[src/rtl/swb_pkg.sv]
`timescale 1ns/1ps
package swb_pkg;

  typedef enum logic [2:0] {
    ST_IDLE,
    ST_RX,
    ST_TERM,
    ST_SEP,
    ST_RST
  } rx_state_t;

  // class of the interval that is currently running / just ended
  typedef struct packed {
    logic glitch;  // below glitch limit
    logic guard;   // inside one of the two guard bands
    logic lng;     // long side of the short/long split
  } iv_class_t;

endpackage

[src/rtl/swb_sync.sv]
`timescale 1ns/1ps
module swb_sync (
  input  logic clk,
  input  logic rst,
  input  logic bus_in,
  output logic lvl_q,
  output logic rise,
  output logic fall
);

  logic [1:0] meta;

  always_ff @(posedge clk) begin
    if (rst) begin
      meta  <= 2'b11;
      lvl_q <= 1'b1;
    end else begin
      meta  <= {meta[0], bus_in};
      lvl_q <= meta[1];
    end
  end

  assign rise = meta[1] & ~lvl_q;
  assign fall = ~meta[1] & lvl_q;

endmodule

[src/rtl/swb_timer.sv]
`timescale 1ns/1ps
module swb_timer #(
  parameter int CNT_W      = 15,
  parameter int GLITCH_CYC = 20,
  parameter int SHORT_MAX  = 260,
  parameter int MID_CYC    = 320,
  parameter int LONG_MIN   = 465
) (
  input  logic                  clk,
  input  logic                  rst,
  input  logic                  edge_i,
  output logic [CNT_W-1:0]      cnt,
  output swb_pkg::iv_class_t    cls
);

  localparam logic [CNT_W-1:0] K_SAT  = '1;
  localparam logic [CNT_W-1:0] K_GL   = CNT_W'(GLITCH_CYC);
  localparam logic [CNT_W-1:0] K_SM   = CNT_W'(SHORT_MAX);
  localparam logic [CNT_W-1:0] K_MID  = CNT_W'(MID_CYC);
  localparam logic [CNT_W-1:0] K_LMIN = CNT_W'(LONG_MIN);

  // cnt = cycles since the last level change; saturates
  always_ff @(posedge clk) begin
    if (rst)              cnt <= K_SAT;
    else if (edge_i)      cnt <= CNT_W'(1);
    else if (cnt != K_SAT) cnt <= cnt + 1'b1;
  end

  always_comb begin
    cls.glitch = (cnt < K_GL);
    cls.guard  = (cnt >= K_SM) && (cnt < K_LMIN);
    cls.lng    = (cnt >= K_MID);
  end

  // between level changes the count never goes backwards (no wrap)
  a_r13_no_wrap: assert property (@(posedge clk) disable iff (rst)
    !edge_i |=> cnt >= $past(cnt));

endmodule

[src/rtl/swb_fsm.sv]
`timescale 1ns/1ps
module swb_fsm #(
  parameter int CNT_W    = 15,
  parameter int IDX_W    = 6,
  parameter int LONG_MAX = 12685,
  parameter int SEP_CYC  = 12800,
  parameter int TERM_CYC = 5000,
  parameter int RST_CYC  = 20000
) (
  input  logic               clk,
  input  logic               rst,
  input  logic               lvl_q,
  input  logic               rise,
  input  logic               fall,
  input  logic [CNT_W-1:0]   cnt,
  input  swb_pkg::iv_class_t cls,
  input  logic               glitch_en,
  input  logic [IDX_W-1:0]   frame_len,
  output logic               byte_valid,
  output logic [7:0]         byte_data,
  output logic [IDX_W-1:0]   byte_idx,
  output logic               frame_start,
  output logic               frame_end,
  output logic               frame_drop,
  output logic               bus_rst,
  output logic               err_tsep,
  output logic               err_band,
  output logic               err_bit,
  output logic               err_glitch
);
  import swb_pkg::*;

  localparam logic [CNT_W-1:0] K_LMAX = CNT_W'(LONG_MAX);
  localparam logic [CNT_W-1:0] K_SEP  = CNT_W'(SEP_CYC);
  localparam logic [CNT_W-1:0] K_TERM = CNT_W'(TERM_CYC);
  localparam logic [CNT_W-1:0] K_RST  = CNT_W'(RST_CYC);

  rx_state_t        state;
  logic [2:0]       bit_cnt;
  logic [7:0]       sr;
  logic [IDX_W-1:0] idx;
  logic             low_long;

  logic       bit_v, dec_ok, last_byte;
  logic [7:0] nxt_byte;

  always_comb begin
    bit_v     = ~low_long;
    dec_ok    = (low_long != cls.lng);
    nxt_byte  = {sr[6:0], bit_v};
    last_byte = (idx == IDX_W'(frame_len - 1'b1));
  end

  always_ff @(posedge clk) begin
    if (rst) begin
      state       <= ST_IDLE;
      bit_cnt     <= '0;
      sr          <= '0;
      idx         <= '0;
      low_long    <= 1'b0;
      byte_valid  <= 1'b0;
      byte_data   <= '0;
      byte_idx    <= '0;
      frame_start <= 1'b0;
      frame_end   <= 1'b0;
      frame_drop  <= 1'b0;
      err_tsep    <= 1'b0;
      err_band    <= 1'b0;
      err_bit     <= 1'b0;
      err_glitch  <= 1'b0;
    end else begin
      byte_valid  <= 1'b0;
      frame_start <= 1'b0;
      frame_end   <= 1'b0;
      frame_drop  <= 1'b0;
      err_tsep    <= 1'b0;
      err_band    <= 1'b0;
      err_bit     <= 1'b0;
      err_glitch  <= 1'b0;
      if ((rise || fall) && glitch_en && cls.glitch && state != ST_RST) begin
        err_glitch <= 1'b1;
        state      <= ST_SEP;
      end else begin
        unique case (state)
          ST_IDLE: begin
            if (fall) begin
              frame_start <= 1'b1;
              err_tsep    <= (cnt < K_SEP);
              state       <= ST_RX;
              bit_cnt     <= '0;
              idx         <= '0;
            end
          end
          ST_SEP: begin
            if (fall && cnt > K_SEP) begin
              frame_start <= 1'b1;
              state       <= ST_RX;
              bit_cnt     <= '0;
              idx         <= '0;
            end
          end
          ST_RX: begin
            if (cnt >= K_LMAX) begin
              if (!lvl_q) state <= ST_RST;
              else begin
                frame_drop <= 1'b1;
                state      <= ST_IDLE;
              end
            end else if (rise) begin
              low_long <= cls.lng;
              err_band <= cls.guard;
            end else if (fall) begin
              err_band <= cls.guard;
              if (!dec_ok) begin
                err_bit <= 1'b1;
                state   <= ST_SEP;
              end else begin
                sr      <= nxt_byte;
                bit_cnt <= bit_cnt + 3'd1;
                if (bit_cnt == 3'd7) begin
                  byte_valid <= 1'b1;
                  byte_data  <= nxt_byte;
                  byte_idx   <= idx;
                  idx        <= idx + 1'b1;
                  if (last_byte) state <= ST_TERM;
                end
              end
            end
          end
          ST_TERM: begin
            if (!lvl_q && cnt > K_TERM) state <= ST_RST;
            else if (rise) begin
              frame_end <= 1'b1;
              state     <= ST_IDLE;
            end
          end
          ST_RST: begin
            if (rise && cnt >= K_RST) state <= ST_IDLE;
          end
          default: state <= ST_IDLE;
        endcase
      end
    end
  end

  assign bus_rst = (state == ST_RST);

  a_r2_start_on_fall: assert property (@(posedge clk) disable iff (rst)
    frame_start |-> $past(fall));
  a_r6_byte_on_fall: assert property (@(posedge clk) disable iff (rst)
    byte_valid |-> $past(fall));
  a_r7_end_on_rise: assert property (@(posedge clk) disable iff (rst)
    frame_end |-> $past(rise));
  a_r8_frame_events_exclusive: assert property (@(posedge clk) disable iff (rst)
    $onehot0({frame_start, frame_end, frame_drop}));
  a_r9_rst_only_from_low: assert property (@(posedge clk) disable iff (rst)
    $rose(bus_rst) |-> !$past(lvl_q));
  a_r10_rst_exit_long_low: assert property (@(posedge clk) disable iff (rst)
    $fell(bus_rst) |-> ($past(rise) && $past(cnt) >= K_RST));
  a_r11_glitch_needs_enable: assert property (@(posedge clk) disable iff (rst)
    err_glitch |-> $past(glitch_en));

endmodule

[src/rtl/swb_rx.sv]
`timescale 1ns/1ps
module swb_rx #(
  parameter int IDX_W      = 6,
  parameter int GLITCH_CYC = 20,
  parameter int SHORT_MAX  = 260,
  parameter int MID_CYC    = 320,
  parameter int LONG_MIN   = 465,
  parameter int LONG_MAX   = 12685,
  parameter int SEP_CYC    = 12800,
  parameter int TERM_CYC   = 5000,
  parameter int RST_CYC    = 20000
) (
  input  logic             clk,
  input  logic             rst,
  input  logic             bus_in,
  input  logic             glitch_en,
  input  logic [IDX_W-1:0] frame_len,
  output logic             byte_valid,
  output logic [7:0]       byte_data,
  output logic [IDX_W-1:0] byte_idx,
  output logic             frame_start,
  output logic             frame_end,
  output logic             frame_drop,
  output logic             bus_rst,
  output logic             err_tsep,
  output logic             err_band,
  output logic             err_bit,
  output logic             err_glitch
);

  localparam int CNT_W = $clog2(RST_CYC + 2);

  logic               lvl_q, rise, fall;
  logic [CNT_W-1:0]   cnt;
  swb_pkg::iv_class_t cls;

  swb_sync u_sync (
    .clk    (clk),
    .rst    (rst),
    .bus_in (bus_in),
    .lvl_q  (lvl_q),
    .rise   (rise),
    .fall   (fall)
  );

  swb_timer #(
    .CNT_W      (CNT_W),
    .GLITCH_CYC (GLITCH_CYC),
    .SHORT_MAX  (SHORT_MAX),
    .MID_CYC    (MID_CYC),
    .LONG_MIN   (LONG_MIN)
  ) u_timer (
    .clk    (clk),
    .rst    (rst),
    .edge_i (rise | fall),
    .cnt    (cnt),
    .cls    (cls)
  );

  swb_fsm #(
    .CNT_W    (CNT_W),
    .IDX_W    (IDX_W),
    .LONG_MAX (LONG_MAX),
    .SEP_CYC  (SEP_CYC),
    .TERM_CYC (TERM_CYC),
    .RST_CYC  (RST_CYC)
  ) u_fsm (
    .clk         (clk),
    .rst         (rst),
    .lvl_q       (lvl_q),
    .rise        (rise),
    .fall        (fall),
    .cnt         (cnt),
    .cls         (cls),
    .glitch_en   (glitch_en),
    .frame_len   (frame_len),
    .byte_valid  (byte_valid),
    .byte_data   (byte_data),
    .byte_idx    (byte_idx),
    .frame_start (frame_start),
    .frame_end   (frame_end),
    .frame_drop  (frame_drop),
    .bus_rst     (bus_rst),
    .err_tsep    (err_tsep),
    .err_band    (err_band),
    .err_bit     (err_bit),
    .err_glitch  (err_glitch)
  );

endmodule

[config.mk]
export PLATFORM = sky130hd
export DESIGN_NAME = swb_rx
export DESIGN_NICKNAME = d
export VERILOG_FILES = /design/src/rtl/swb_pkg.sv /design/src/rtl/swb_sync.sv /design/src/rtl/swb_timer.sv /design/src/rtl/swb_fsm.sv /design/src/rtl/swb_rx.sv
export SDC_FILE = /design/constraint.sdc
export NUM_CORES = 1
export LEC_CHECK = 0
export CAP_MARGIN = 30
export CORE_UTILIZATION = 63
export CTS_CLUSTER_DIAMETER = 80
export DETAILED_ROUTE_END_ITERATION = 8
export DONT_BUFFER_PORTS = 1
export GPL_ROUTABILITY_DRIVEN = 0
export MAX_ROUTING_LAYER = met4
export PLACE_DENSITY = 0.9
export RECOVER_POWER = 100
export SETUP_SLACK_MARGIN = 0.2
export SLEW_MARGIN = 40
export SYNTH_ARGS = -nofsm -noshare
export SYNTH_HDL_FRONTEND = slang
export SYNTH_SLANG_ARGS = --single-unit
export TNS_END_PERCENT = 10
[constraint.sdc]
create_clock -name clk -period 3.6 [get_ports clk]
set_clock_uncertainty 0.05 [all_clocks]
set_input_delay 0 -clock clk [delete_from_list [all_inputs] [get_ports clk]]
set_output_delay 0 -clock clk [all_outputs]
set_load 0.03 [all_outputs]
==> flow_metrics.py <==
metrics = {
    "drt": {
        "drcViolationCount": 0,
        "wl_um": 6729,
        "ant_nets": 0,
        "firstDrtPassIters": 8,
        "wire_per_inst_um": 16.10,
        "first_iter_violations": 277,
        "num_vias": 2658,
        "viasPerCell": 6.359,
    },
    "placed_design": {
        "preCtsSetupSlack_ns": 0.6621,
        "dp_hpwl_um": 4765,
        "portBuffers": 0,
    },
    "grt": {
        "grt_pass1_vias": 2524,
        "track_usage": 0.2900,
        "antenna_found_initial": 0,
        "grt_max_degree": 34,
        "grt_first_pass_wirelength_um": 11250,
        "gr-total-overflow": 0,
    },
    "die": {
        "io_pins": 33,
        "start_util": 0.6786,
        "dieArea_mm2": 0.005134,
        "core_mm2": 0.004504,
        "dieWidth_um": 71.66,
        "die_y_um": 71.66,
        "num_rows": 24,
    },
    "finish": {
        "drive_above_1_share": 0.08743,
        "fin_nets": 380,
        "diodes": 0,
        "syn2layout_area_growth_pct": 6.263,
    },
    "synthesis": {
        "synth_top_area_frac": 0.3930,
        "syn_inst": 364,
        "syn_nets": 383,
        "yosys_register_bits": 60,
        "synth_cell_types": 59,
        "syn_area_mm2": 0.003057,
        "synth_ff_type": "dfxtp_1",
        "synthTopCellsByArea": "dfxtp_1, nor2_1, mux2i_1, nand2_1, ha_1",
        "synth-async-reset-ratio": 0,
        "synth_edf_count": 0,
        "yosysMostFrequentCell": "dfxtp_1",
        "synth_seq_area_share": 0.3930,
        "ys_warn_count": 0,
        "syn_area_per_cell_um2": 8.397,
        "synth_commonest_cells": "dfxtp_1, nor2_1, nand2_1",
        "yosysTopAreaCell": "dfxtp_1",
    },
    "setup_path": {
        "cp_max_fo": 14,
        "cp-end-kind": "flop",
        "rrSetupSlack_ns": 0.38,
        "crit_path_start_kind": "flop",
        "worst_ep_arrival_time_ns": 3.34,
        "cp_data_required_time_ns": 3.72,
        "critPathKind": "reg2reg",
    },
    "power": {
        "peakVddDrop_uv": 349.0,
        "intPower_uw": 1189,
        "swShare": 0.3221,
        "p_seq_frac": 0.474,
        "combinationalPowerShare": 0.195,
        "power.share.clock": 0.331,
        "power_switching_uw": 565.2,
        "p_leak_uw": 0.001328,
        "p_per_area_mw_per_mm2": 540.2,
    },
    "clocking": {
        "clock_latency_ns": 0.34,
        "cts_root_buf": "clkbuf_8",
        "cts_resized": 0,
        "clk_path_buf_depth": 2,
        "post_cts_buffers": 0,
        "cts_buffers": 9,
        "h-tree-depth": 3,
        "cts_tree": "done",
        "ctsHoldBuffers": 3,
        "cts_sinks": 60,
        "path_clk_slew_ns": 0.07,
    },
    "sta": {
        "setup-tns-final_ns": 0,
        "worst_pin_slew_ns": 1.329,
        "finalCriticalPeriod_ns": 3.222,
        "fin_ws_ns": 0.3775,
        "relSlewSlack": 0.1139,
        "rsz0062_at_grt": "false",
        "finalSetupViolations": 0,
        "drv_slew": 0,
        "fmax_mhz": 310.3,
        "post-route-period-util": 0.8951,
        "final-hold-violation-count": 0,
    },
    "run": {
        "max-cap-violations": 0,
    },
    "hold_path": {
        "min_path_type": "in2reg",
    },
    "run_status": {
        "status": "finished, final reports clean",
    },
}
## state kept, by name, indices dropped and copies added (netlist names), 2 cells and up
name / cells
u_sync.meta: 2
u_fsm.sr: 7
u_fsm.state: 3
u_timer.cnt: 15
u_fsm.bit_cnt: 3
u_fsm.idx: 6
u_fsm.byte_idx: 6
u_fsm.byte_data: 8
## power by group through the flow
stage,clock network (µW),logic [µW],registers (µW)
after detailed placement,0,329,842
after floorplan,0,328,777
final,580,342,832
after global placement,0,312,837
after CTS,585,339,827
after global routing,619,379,843
## stage by stage
step / hold slack, ns / power, µW / cell area, µm² / utilization / instances
2_1_floorplan: 0.05381 / 1106 / 3057 / - / 364
4_1_cts: 0.2198 / 1751 / 3267 / 0.7253 / 418
5_1_grt: 0.2601 / 1841 / 3248 / 0.7211 / 418
6_report: 0.2366 / 1755 / 3248 / 0.7211 / 418
3_3_place_gp: 0.02273 / 1149 / 3048 / 0.6767 / 399
3_5_place_dp: 0.02496 / 1171 / 3053 / 0.6778 / 399
## worst max-delay path: stages, from the launching register on
cell and delay [ns]:
dfxtp_1 0.41, or4_4 0.61, or4_2 0.67, nand2_1 0.15
nor4_1 0.07, buf_4 0.18, nand2_1 0.54, mux2i_1 0.29
nor2_1 0.08
## final cells by class
class,count,area (µm²)
inverter,12,45.04
multi-input combinational,274,1722
timing repair buffer,4,31.28
tap,52,65.06
clock buffer,11,131.4
fill,346,1256
sequential,60,1201
clock inverter,5,52.55
## layer usage
metal	part of all wire	routed length, µm	vias to the layer above	GRT usage
li1	-	-	1273	-
met1	0.42	2844	1234	0.3392
met2	0.47	3174	124	0.4602
met3	0.071	478	27	0.06610
met4	0.035	233	0	0.1612
met5	0	0	-	-
## cells by family (layout without fill, tap and decap cells)
logic type / count (synthesis) / after routing / share of synthesized area
buffers and inverters: 30 / 32 / 0.04134
muxes: 17 / 17 / 0.05608
DFF: 60 / 60 / 0.3930
AOI/OAI and AO/OA: 69 / 69 / 0.1510
and+or+nand+nor: 158 / 158 / 0.2616
adders and majority gates: 9 / 9 / 0.03684
xor gates and xnor gates: 21 / 21 / 0.06017
## path summary, 6_finish.rpt
kind	startpoint	end	cells past startpoint
worst max-delay path	u_timer.cnt[9]	u_fsm.byte_idx[1]	8
worst min-delay path	frame_len[4]	u_fsm.state[0]	5
worst max register to register	u_timer.cnt[9]	u_fsm.byte_idx[1]	8
worst min register to register	u_sync.meta[0]	u_sync.meta[1]	1
## placed cells by master, fill, tap and decap left out, types with 12 or more instances in the layout
cell type / count
dfxtp_1: 60
nor2_1: 44
nand2_1: 40
o21ai_0: 22
a21oi_1: 17
mux2i_1: 16
nand3_1: 13
nor3_1: 13
inv_1: 12
xor2_1: 12
No activity file was read; power rests on OpenSTA's default activity.
